[src/rtl/dtmr_pkg.sv]
package dtmr_pkg;

  typedef enum logic [1:0] {
    OP_LOAD = 2'd0,
    OP_HOLD = 2'd1,
    OP_RUN  = 2'd2,
    OP_BAD  = 2'd3
  } op_e;

  // tick source field width and code layout
  localparam int SRC_W    = 3;
  localparam int EXT_MAX  = 1;   // codes 0..EXT_MAX take the external tick
  localparam int INT_BASE = 4;   // first code of the internal tick enables

  // word-index map (byte address >> 2)
  localparam int CH_STRIDE = 4;
  localparam int OFS_DIV   = 0;
  localparam int OFS_DATA  = 1;
  localparam int OFS_CTRL  = 2;
  localparam int W_TIME    = 14;
  localparam int W_MASK    = 18;
  localparam int W_ACK     = 19;
  localparam int W_STAT    = 20;
  localparam int W_MSTAT   = 21;

  function automatic logic src_legal(input logic [SRC_W-1:0] code, input int nsrc);
    return (int'(code) <= EXT_MAX) ||
           ((int'(code) >= INT_BASE) && (int'(code) - INT_BASE < nsrc));
  endfunction

endpackage

[src/rtl/dtmr_channel.sv]
module dtmr_channel
  import dtmr_pkg::*;
#(
  parameter int CNT_W = 32,
  parameter int NSRC  = 4
) (
  input  logic             clk,
  input  logic             rst_n,
  input  logic             div_wr,
  input  logic             ctrl_wr,
  input  logic [31:0]      wdata,
  input  logic [NSRC-1:0]  tick_src,
  input  logic             ext_tick,
  output logic [CNT_W-1:0] count,
  output logic             expire
);

  logic [CNT_W-1:0] div_q, div_d;
  logic [CNT_W-1:0] limit_q, limit_d;
  logic [CNT_W-1:0] cnt_q, cnt_d;
  logic [SRC_W-1:0] src_q, src_d;
  logic             run_q, run_d;

  op_e              wr_op;
  logic [SRC_W-1:0] wr_src;
  logic             ctrl_ok;
  logic             tick_sel;

  assign wr_op   = op_e'(wdata[1:0]);
  assign wr_src  = wdata[SRC_W+1:2];
  assign ctrl_ok = (wr_op != OP_BAD) && src_legal(wr_src, NSRC);

  // tick selection from the latched source code
  always_comb begin
    tick_sel = ext_tick;
    for (int i = 0; i < NSRC; i++) begin
      if (src_q == SRC_W'(INT_BASE + i)) tick_sel = tick_src[i];
    end
  end

  // next state
  always_comb begin
    div_d   = div_q;
    limit_d = limit_q;
    cnt_d   = cnt_q;
    src_d   = src_q;
    run_d   = run_q;
    expire  = 1'b0;
    if (div_wr) div_d = wdata[CNT_W-1:0];
    if (ctrl_wr && ctrl_ok) begin
      limit_d = div_q;
      src_d   = wr_src;
      case (wr_op)
        OP_LOAD: cnt_d = div_q;
        OP_HOLD: run_d = 1'b0;
        OP_RUN:  run_d = 1'b1;
        default: ;
      endcase
    end else if (run_q && tick_sel) begin
      if (cnt_q <= CNT_W'(1)) begin
        cnt_d  = limit_q;
        expire = 1'b1;
      end else begin
        cnt_d = cnt_q - CNT_W'(1);
      end
    end
  end

  // registers
  always_ff @(posedge clk or negedge rst_n) begin
    if (!rst_n) begin
      div_q   <= '0;
      limit_q <= '0;
      cnt_q   <= '0;
      src_q   <= '0;
      run_q   <= 1'b0;
    end else begin
      if (div_wr) div_q <= div_d;
      limit_q <= limit_d;
      cnt_q   <= cnt_d;
      src_q   <= src_d;
      run_q   <= run_d;
    end
  end

  assign count = cnt_q;

  // a stopped channel keeps its count unless software loads it
  assert_hold_frozen_R5: assert property (@(posedge clk) disable iff (!rst_n)
    (!run_q && !ctrl_wr) |=> $stable(cnt_q));

  // rejected control writes leave the configuration untouched
  assert_bad_ctrl_ignored_R7: assert property (@(posedge clk) disable iff (!rst_n)
    (ctrl_wr && wdata[1:0] == 2'b11) |=> ($stable(run_q) && $stable(src_q) && $stable(limit_q)));

  // an expiry reloads the latched limit
  assert_reload_on_expiry_R4: assert property (@(posedge clk) disable iff (!rst_n)
    expire |=> (cnt_q == $past(limit_q)));

endmodule

[src/rtl/dtmr_intc.sv]
module dtmr_intc #(
  parameter int NIRQ = 2
) (
  input  logic            clk,
  input  logic            rst_n,
  input  logic [NIRQ-1:0] expire,
  input  logic            mask_wr,
  input  logic            ack_wr,
  input  logic [NIRQ-1:0] wdata,
  output logic [NIRQ-1:0] status,
  output logic [NIRQ-1:0] mask,
  output logic            irq
);

  logic [NIRQ-1:0] status_q, status_d;
  logic [NIRQ-1:0] mask_q, mask_d;
  logic [NIRQ-1:0] clr;

  always_comb begin
    clr      = ack_wr ? wdata : '0;
    // set terms are applied after the clear, so a coincident expiry wins
    status_d = (status_q & ~clr) | expire;
    mask_d   = mask_wr ? wdata : mask_q;
  end

  always_ff @(posedge clk or negedge rst_n) begin
    if (!rst_n) begin
      status_q <= '0;
      mask_q   <= '0;
    end else begin
      status_q <= status_d;
      if (mask_wr) mask_q <= mask_d;
    end
  end

  assign status = status_q;
  assign mask   = mask_q;
  assign irq    = |(status_q & mask_q);

  assert_expiry_sets_R10: assert property (@(posedge clk) disable iff (!rst_n)
    (expire != '0) |=> ((status_q & $past(expire)) == $past(expire)));

  assert_ack_clears_R9: assert property (@(posedge clk) disable iff (!rst_n)
    ack_wr |=> ((status_q & $past(wdata & ~expire)) == '0));

endmodule

[src/rtl/dual_tick_timer.sv]
module dual_tick_timer
  import dtmr_pkg::*;
#(
  parameter int CNT_W  = 32,
  parameter int NSRC   = 4,
  parameter int NTMR   = 2,
  parameter int TIME_W = 32,
  parameter int ADDR_W = 7
) (
  input  logic              clk,
  input  logic              rst_n,
  input  logic              bus_sel,
  input  logic              bus_wr,
  input  logic [ADDR_W-1:0] bus_addr,
  input  logic [31:0]       bus_wdata,
  output logic [31:0]       bus_rdata,
  input  logic [NSRC-1:0]   tick_src,
  input  logic              ext_tick,
  output logic              irq
);

  localparam int WORD_W = ADDR_W - 2;

  logic [1:0]        rst_sync_q;
  logic              rst_int_n;
  logic [WORD_W-1:0] word;
  logic              aligned;
  logic              we;
  logic [TIME_W-1:0] time_q, time_d;
  logic [CNT_W-1:0]  cnt_all [NTMR];
  logic [NTMR-1:0]   expire;
  logic [NTMR-1:0]   status;
  logic [NTMR-1:0]   mask;

  // reset: asserted asynchronously, released on the clock
  always_ff @(posedge clk or negedge rst_n) begin
    if (!rst_n) rst_sync_q <= 2'b00;
    else        rst_sync_q <= {rst_sync_q[0], 1'b1};
  end
  assign rst_int_n = rst_sync_q[1];

  assign word    = bus_addr[ADDR_W-1:2];
  assign aligned = (bus_addr[1:0] == 2'b00);
  assign we      = bus_sel && bus_wr && aligned;

  for (genvar g = 0; g < NTMR; g++) begin : g_ch
    logic div_wr, ctrl_wr;
    assign div_wr  = we && (word == WORD_W'(g * CH_STRIDE + OFS_DIV));
    assign ctrl_wr = we && (word == WORD_W'(g * CH_STRIDE + OFS_CTRL));

    dtmr_channel #(.CNT_W(CNT_W), .NSRC(NSRC)) u_ch (
      .clk      (clk),
      .rst_n    (rst_int_n),
      .div_wr   (div_wr),
      .ctrl_wr  (ctrl_wr),
      .wdata    (bus_wdata),
      .tick_src (tick_src),
      .ext_tick (ext_tick),
      .count    (cnt_all[g]),
      .expire   (expire[g])
    );
  end

  dtmr_intc #(.NIRQ(NTMR)) u_intc (
    .clk     (clk),
    .rst_n   (rst_int_n),
    .expire  (expire),
    .mask_wr (we && (word == WORD_W'(W_MASK))),
    .ack_wr  (we && (word == WORD_W'(W_ACK))),
    .wdata   (bus_wdata[NTMR-1:0]),
    .status  (status),
    .mask    (mask),
    .irq     (irq)
  );

  // free-running time base
  assign time_d = time_q + TIME_W'(1);
  always_ff @(posedge clk or negedge rst_int_n) begin
    if (!rst_int_n) time_q <= '0;
    else            time_q <= time_d;
  end

  // read mux
  always_comb begin
    bus_rdata = '0;
    if (aligned) begin
      for (int i = 0; i < NTMR; i++) begin
        if (word == WORD_W'(i * CH_STRIDE + OFS_DATA)) bus_rdata = 32'(cnt_all[i]);
      end
      if (word == WORD_W'(W_TIME))  bus_rdata = 32'(time_q);
      if (word == WORD_W'(W_MASK))  bus_rdata = 32'(mask);
      if (word == WORD_W'(W_STAT))  bus_rdata = 32'(status);
      if (word == WORD_W'(W_MSTAT)) bus_rdata = 32'(status & mask);
    end
  end

  assert_time_step_R11: assert property (@(posedge clk) disable iff (!rst_int_n)
    1'b1 |=> (time_q == $past(time_q) + TIME_W'(1)));

endmodule

[config.mk]
export PLATFORM = sky130hd
export DESIGN_NAME = dual_tick_timer
export DESIGN_NICKNAME = d
export VERILOG_FILES = /design/src/rtl/dtmr_pkg.sv /design/src/rtl/dtmr_channel.sv /design/src/rtl/dtmr_intc.sv /design/src/rtl/dual_tick_timer.sv
export SDC_FILE = /design/constraint.sdc
export NUM_CORES = 1
export LEC_CHECK = 0
export ABC_AREA = 1
export CORE_MARGIN = 4
export CORE_UTILIZATION = 60
export DETAILED_ROUTE_END_ITERATION = 6
export DONT_BUFFER_PORTS = 1
export HOLD_SLACK_MARGIN = 0.1
export PLACE_DENSITY = 0.76
export SYNTH_ARGS = -nofsm -noshare
export SYNTH_HDL_FRONTEND = slang
export SYNTH_SLANG_ARGS = --single-unit
[constraint.sdc]
create_clock -name clk -period 10.08 [get_ports clk]
set_input_delay 2.016 -clock clk [delete_from_list [all_inputs] [get_ports clk]]
set_output_delay 2.016 -clock clk [all_outputs]
set_load 0.02 [all_outputs]
### Yosys cells after proc, flatten, opt, wreduce, memory -nomap -nowiden

Cells that the tools add are included.

| word-level totals | value |
|---|---|
| bits in registers | 238 |
| input port bits | 48 |
| output and inout bits | 33 |

| operators by class | value |
|---|---|
| add/sub/neg operators | 4 |
| magnitude comparators | 5 |
| equality and inequality tests | 23 |
| mux-type cells | 31 |
| bitwise operators | 5 |
| reduce and logical (&&, ||, !) cells | 26 |

Operators by type and width:

| cell | number |
|---|---|
| $mux W32 | 15 |
| $le A32 B1 Y1 const B | 2 |
| $sub A32 B1 Y32 const B | 2 |
| $add A32 B1 Y32 const B | 1 |
| $lt A32 B4 Y1 const B | 1 |
| $eq A3 B3 Y1 const B | 8 |
| $eq A5 B5 Y1 const B | 4 |
| $eq A5 B3 Y1 const B | 3 |
| $logic_and A1 B1 Y1 | 14 |
| $mux W1 | 14 |
| $reduce_and A2 Y1 | 4 |
| $and A2 B2 Y2 | 3 |
| $ne A2 B2 Y1 const B | 3 |
| $reduce_bool A2 Y1 | 3 |
| $eq A5 B1 Y1 const B | 1 |
| $eq A5 B2 Y1 const B | 1 |
| $eq A5 B4 Y1 const B | 1 |
| $logic_not A5 Y1 | 1 |
| $logic_not A2 Y1 | 2 |
| $sub A3 B3 Y4 const B | 1 |
| $ge A3 B3 Y1 const B | 1 |
| $le A3 B1 Y1 const B | 1 |
| $eq A2 B1 Y1 const B | 1 |
| $eq A2 B2 Y1 const B | 1 |
| other kinds (6) | 6 |

### Longest topological paths before layout

| logic depth | value |
|---|---|
| word-level depth | 9 |
| gate-level depth with buffers | 13 |
| gate-level depth less buffers | 12 |

### By module

Synthesis repeated with hierarchy kept, for this count alone.

| unflattened totals | value |
|---|---|
| cells, all modules | 1973 |
| area total of the unflattened synthesis | 14094.8 um^2 |

Modules (own cells, without submodules):

| module | times used | cells each | area an instance (um^2) |
|---|---|---|---|
| dtmr_channel | 2 | 756 | 5535.3 |
| dual_tick_timer | 1 | 440 | 2857.7 |
| dtmr_intc | 1 | 21 | 166.4 |

### Worst setup path before layout

OpenSTA, ideal clock, no wires.

| path | value |
|---|---|
| path type | input-to-output |
| start | input bus_addr[6] |
| end | output bus_rdata[13] |
| arrival | 3.469 ns |
| required time | 8.064 ns |
| path slack | 4.595 ns |
| stages | 7 |
| path buffers | 2 |
| cell sequence | buf_2 > nor3_4 > nand3_1 > clkbuf_1 > o21ai_0 > a21oi_1 > a211oi_1 |

| on the way | value |
|---|---|
| word-level cells in the longest chain between the ends | 8 |
| elaborated cells between the ends (all ways) | 13 |

Ends and longest elaborated chain:

| element | line | text |
|---|---|---|
| start: declaration | dual_tick_timer.sv:14 | `input logic [ADDR_W-1:0] bus_addr,` |
| $eq A5 B1 Y1 | dual_tick_timer.sv:88 | `if (word == WORD_W'(i * CH_STRIDE + OFS_DATA)) bus_rdata = 32'(cnt_all[i]);` |
| $mux W32 (2 in series) | dual_tick_timer.sv:88 |  |
| $mux W32 | dual_tick_timer.sv:90 | `if (word == WORD_W'(W_TIME)) bus_rdata = 32'(time_q);` |
| $mux W32 | dual_tick_timer.sv:91 | `if (word == WORD_W'(W_MASK)) bus_rdata = 32'(mask);` |
| $mux W32 | dual_tick_timer.sv:92 | `if (word == WORD_W'(W_STAT)) bus_rdata = 32'(status);` |
| $mux W32 (*) | dual_tick_timer.sv:93 | `if (word == WORD_W'(W_MSTAT)) bus_rdata = 32'(status & mask);` |
| $mux W32 (*) | dual_tick_timer.sv:86 | `if (aligned) begin` |
| end: declaration | dual_tick_timer.sv:16 | `output logic [31:0] bus_rdata,` |

Mark *: on every way between the ends. The rest lies on a longest branch, timed or not.

### Final worst setup path

| path | value |
|---|---|
| start | input bus_addr[3] |
| end | output bus_rdata[0] |

Same word-level chain as after synthesis.

==> results.txt <==
The die span in y is about 160 um. After clock tree synthesis, the flow added hold-fix buffers numbering 0. In this run the tightest slew margin relative to its limit is 33.1%. The global-route track usage on met1 came out at 51.7%. Summing the areas of all fa, ha and maj instances in the mapped netlist gives less than 1% of the synthesized area. The actual transition at the worst max-transition pin came out at 1.00 ns. The critical-path maximum fanout is 22. STA classifies the critical path startpoint as an input pin. The number of top-level pins is 81. After clock tree synthesis, the setup repair step added 0 buffers. The detailed-route vias per instance is 5.89.

The worst hold path begins at rst_sync_q[0]. The TritonCTS clock tree is built. In the global route stage, met2 resource usage came out at 52.2%.

The synthesis-to-layout area growth came out at 7.35%. The final weighted congestion of routability-driven global placement came out at 0.990. The total count of hold-check failures in the final report is 0. The count of nets after finishing came out at about 2000. In this run the tool buffered the top-level ports with 0 buffer cells. The signal on the critical path passes through inv_1 -> nor3_4 -> nand3_1 -> inv_1 -> nand2_1 -> o21ai_0 -> nand4_1 -> nand2_1 -> inv_1. The most common cell type on the critical path is inv_1.

Setup violations remaining at the end of the flow were counted as 0. The wire length reported by the detailed router is 43300 um. The upper clock frequency limit came out at 150 MHz. The flop-to-flop setup slack is between 6 and 7 ns. The die area came out at about 25000 um2. Leaving out fill and tap cells, the most frequent cell in the layout is nand2_1. Among all flip-flop cells after synthesis, the most frequent one is dfrtp_1. The first-pass GRT wire length came out at 68000 um. The area share of the leading cell type in the synthesized netlist is 43.8%. Data arrives at the worst endpoint at 4.64 ns. CTS placed an instance of clkbuf_16 at the clock tree root. The level count of the clock H-tree is 1.

The kind of end point of the critical path is an output pin. The combined area of all synthesized cells is about 14000 um2. After synthesis, the largest family of logic cells by area is simple AND/OR/NAND/NOR gates. The net count after synthesis is 1987. The share of async-settable or async-resettable flops after synthesis came out at 100%. The post-CTS clock slew at the launch and capture registers of the worst setup and hold paths is 0.06 ns. Synthesis produced 1931 cells. Summed over all layers, the global routing overflow is 0. The setup skew after layout is 0.0145 ns. The number of resized instances in the post-cts repair step came out at 0. The largest voltage drop on the vdd net is 0.170 mV. The average size of a mapped cell is 7.05 um2. The mean routed wirelength per cell is 19.7 um. The portion of synthesized area spent on multiplexers is 1.41%. The worst hold margin came out at 0.353 ns. The final-layout fill cell count is between 1500 and 2000. The number of unique standard cell types used by synthesis came out at 41. The critical path starts at bus_addr[3]. The global routing stage identified its most utilized layer as met2. Counting every sink on the clock net gives between 200 and 250. The area inside the core boundary is 22100 um2.

The detailed-placement wirelength estimate is 31900 um. The post-route antenna net violation count came out at 0. The number of clock buffers added by TritonCTS is 26. The power per unit of standard cell area is 158 nW/um2. Entering global routing, the biggest net connects between 60 and 70 pins.

The run finished with clean final reports. Summed over all instances, the cell type with the most area after synthesis is dfrtp_1. The classification of the worst setup path is in -> out. The number of placement rows came out at 54. The repair_antennas step left the layout with diodes totalling 0.

The vias after detailed routing came out at ~13000. The cell type of the slowest stage on the worst timing path is inv_1. The number of antenna violations at the first check in global routing came to 0. The setup TNS after final layout is 0 ns. The starting DRC count in detailed routing came out at 1590. The share of the Yosys chip area taken by registers is 43.8%.

The number of maximum-capacitance violations is 0. The via count of the first global-routing pass came out at 11900. The starting density of the core is roughly three fifths. The all-layer global routing usage is 34.9%. The final routed DRC violation total came out at 0.

The stage delay of the slowest cell on the critical path is 0.80 ns. The share of post-route cells with drive strength above 1 came out at 5.26%. The data required time of the worst path came out at 8.06 ns. The static leakage came out at 0.00749 uW. After Yosys synthesis, XOR and XNOR cells account for 2.25% of the synthesized area. The fraction of the mapped netlist area in compound gates is 10.5%. The number of cells on the worst reg-to-reg path is 11. The final max-slew violation count was 0. The detailed-routing iteration count for the pre-antenna-repair pass came out at 5. The worst register-to-register path begins at g_ch[0].u_ch.count[0].

The number of enable flip-flop cells after synthesis is 0. The met3 usage came out at under 10%. The number of instances on the worst hold path is 0.

The maximum buffer depth of the clock tree is 3. The post-route fraction of the period consumed by the critical path came out at 66.1%. The simple-gate area share of the yosys netlist is 32.5%. The number of warnings printed during yosys synthesis came out at 0. The overall die width came out at 159 um.

The later pin in the worst-skew pair is clocked with a latency of 0.55 ns. Leaving out fill and tap cells, the most frequent cells in the layout are nand2_1, nor2_1, dfrtp_1. The smallest clock period supported by the final layout is computed as between 6 and 7 ns. Setup repair after global routing left no endpoint under its margin. The tightest min-delay check is of the reg -> reg type. Synthesis inferred 238 register bits. In the post-synthesis netlist, the biggest area contributors are dfrtp_1, nand2_1, nor2_1.
## layout make-up
class,instances,area (um2),share of cell area (%)
multi-input cells,1399,6480,44.4
flip-flops and latches,238,5960,40.8
inverters,224,841,5.75
clock buffers,37,762,5.21
well taps,280,350,2.40
clock inverters,9,129,0.882
repair buffers,12,90.1,0.616
## through the flow
stage | util [%] | instance area, um2 | instances | power [uW] | setup WS (ns)
2_1_floorplan | - | 13600 | 1931 | 1250 | 2.96
3_3_place_gp | 62.1 | 13700 | 2153 | 1330 | 3.61
3_5_place_dp | 62.1 | 13700 | 2153 | 1340 | 3.51
4_1_cts | 66.1 | 14600 | 2199 | 2310 | 3.52
5_1_grt | 66.1 | 14600 | 2199 | 2410 | 3.29
6_report | 66.1 | 14600 | 2199 | 2310 | 3.42
## cell usage after synthesis (17+ instances only)
cell      instances
a21oi_1          90
buf_2            35
clkbuf_1         23
dfrtp_1         238
inv_1           223
mux2_2           17
nand2_1         574
nand3_1         119
nand4_1          32
nor2_1          288
nor3_1           20
o21ai_0         133
xor2_1           34
## metal layers
| metal | up-vias | wire, um |
|---|---|---|
| li1 | 6067 | - |
| met5 | - | 0 |
| met3 | 83 | 4430 |
| met2 | 638 | 18700 |
| met4 | 0 | 1700 |
| met1 | 6160 | 18500 |
## worst max-delay path: cells and delay by family
kind | cells | cell delay (ns)
buffers and inverters | 3 | 1.01
AND/OR/NAND/NOR | 5 | 1.45
AO/OA/AOI/OAI | 1 | 0.16
## path summary, 6_finish.rpt
kind                                               end
worst max-delay path                      bus_rdata[0]
worst min-delay path                     rst_sync_q[1]
worst max register to register  g_ch[0].u_ch.count[23]
worst min register to register           rst_sync_q[1]
max in group asynchronous                   time_q[30]
min in group asynchronous       g_ch[1].u_ch.div_q[31]
## cell families after synthesis
logic type | after synthesis
AND/OR/NAND/NOR | 1072
flip-flops | 238
AO/OA/AOI/OAI | 266
adder cells (fa/ha/maj) | 8
XOR/XNOR | 35
buffers and inverters | 294
multiplexers | 17
other | 1
## flip-flops by register name (all words and copies together), names as in the netlist
register	flops
u_intc.status	2
g_ch.u_ch.limit_q	64
g_ch.u_ch.div_q	64
time_q	32
g_ch.u_ch.count	64
rst_sync_q	2
g_ch.u_ch.src_q	6
g_ch.u_ch.run_q	2
u_intc.mask	2
## where the power goes
part | internal [uW] | total [uW] | switching [uW]
clock | 580 | 985 | 406
sequential | 1020 | 1090 | 75.2
combinational | 75.3 | 238 | 163
No activity file was read; power rests on OpenSTA's default activity.
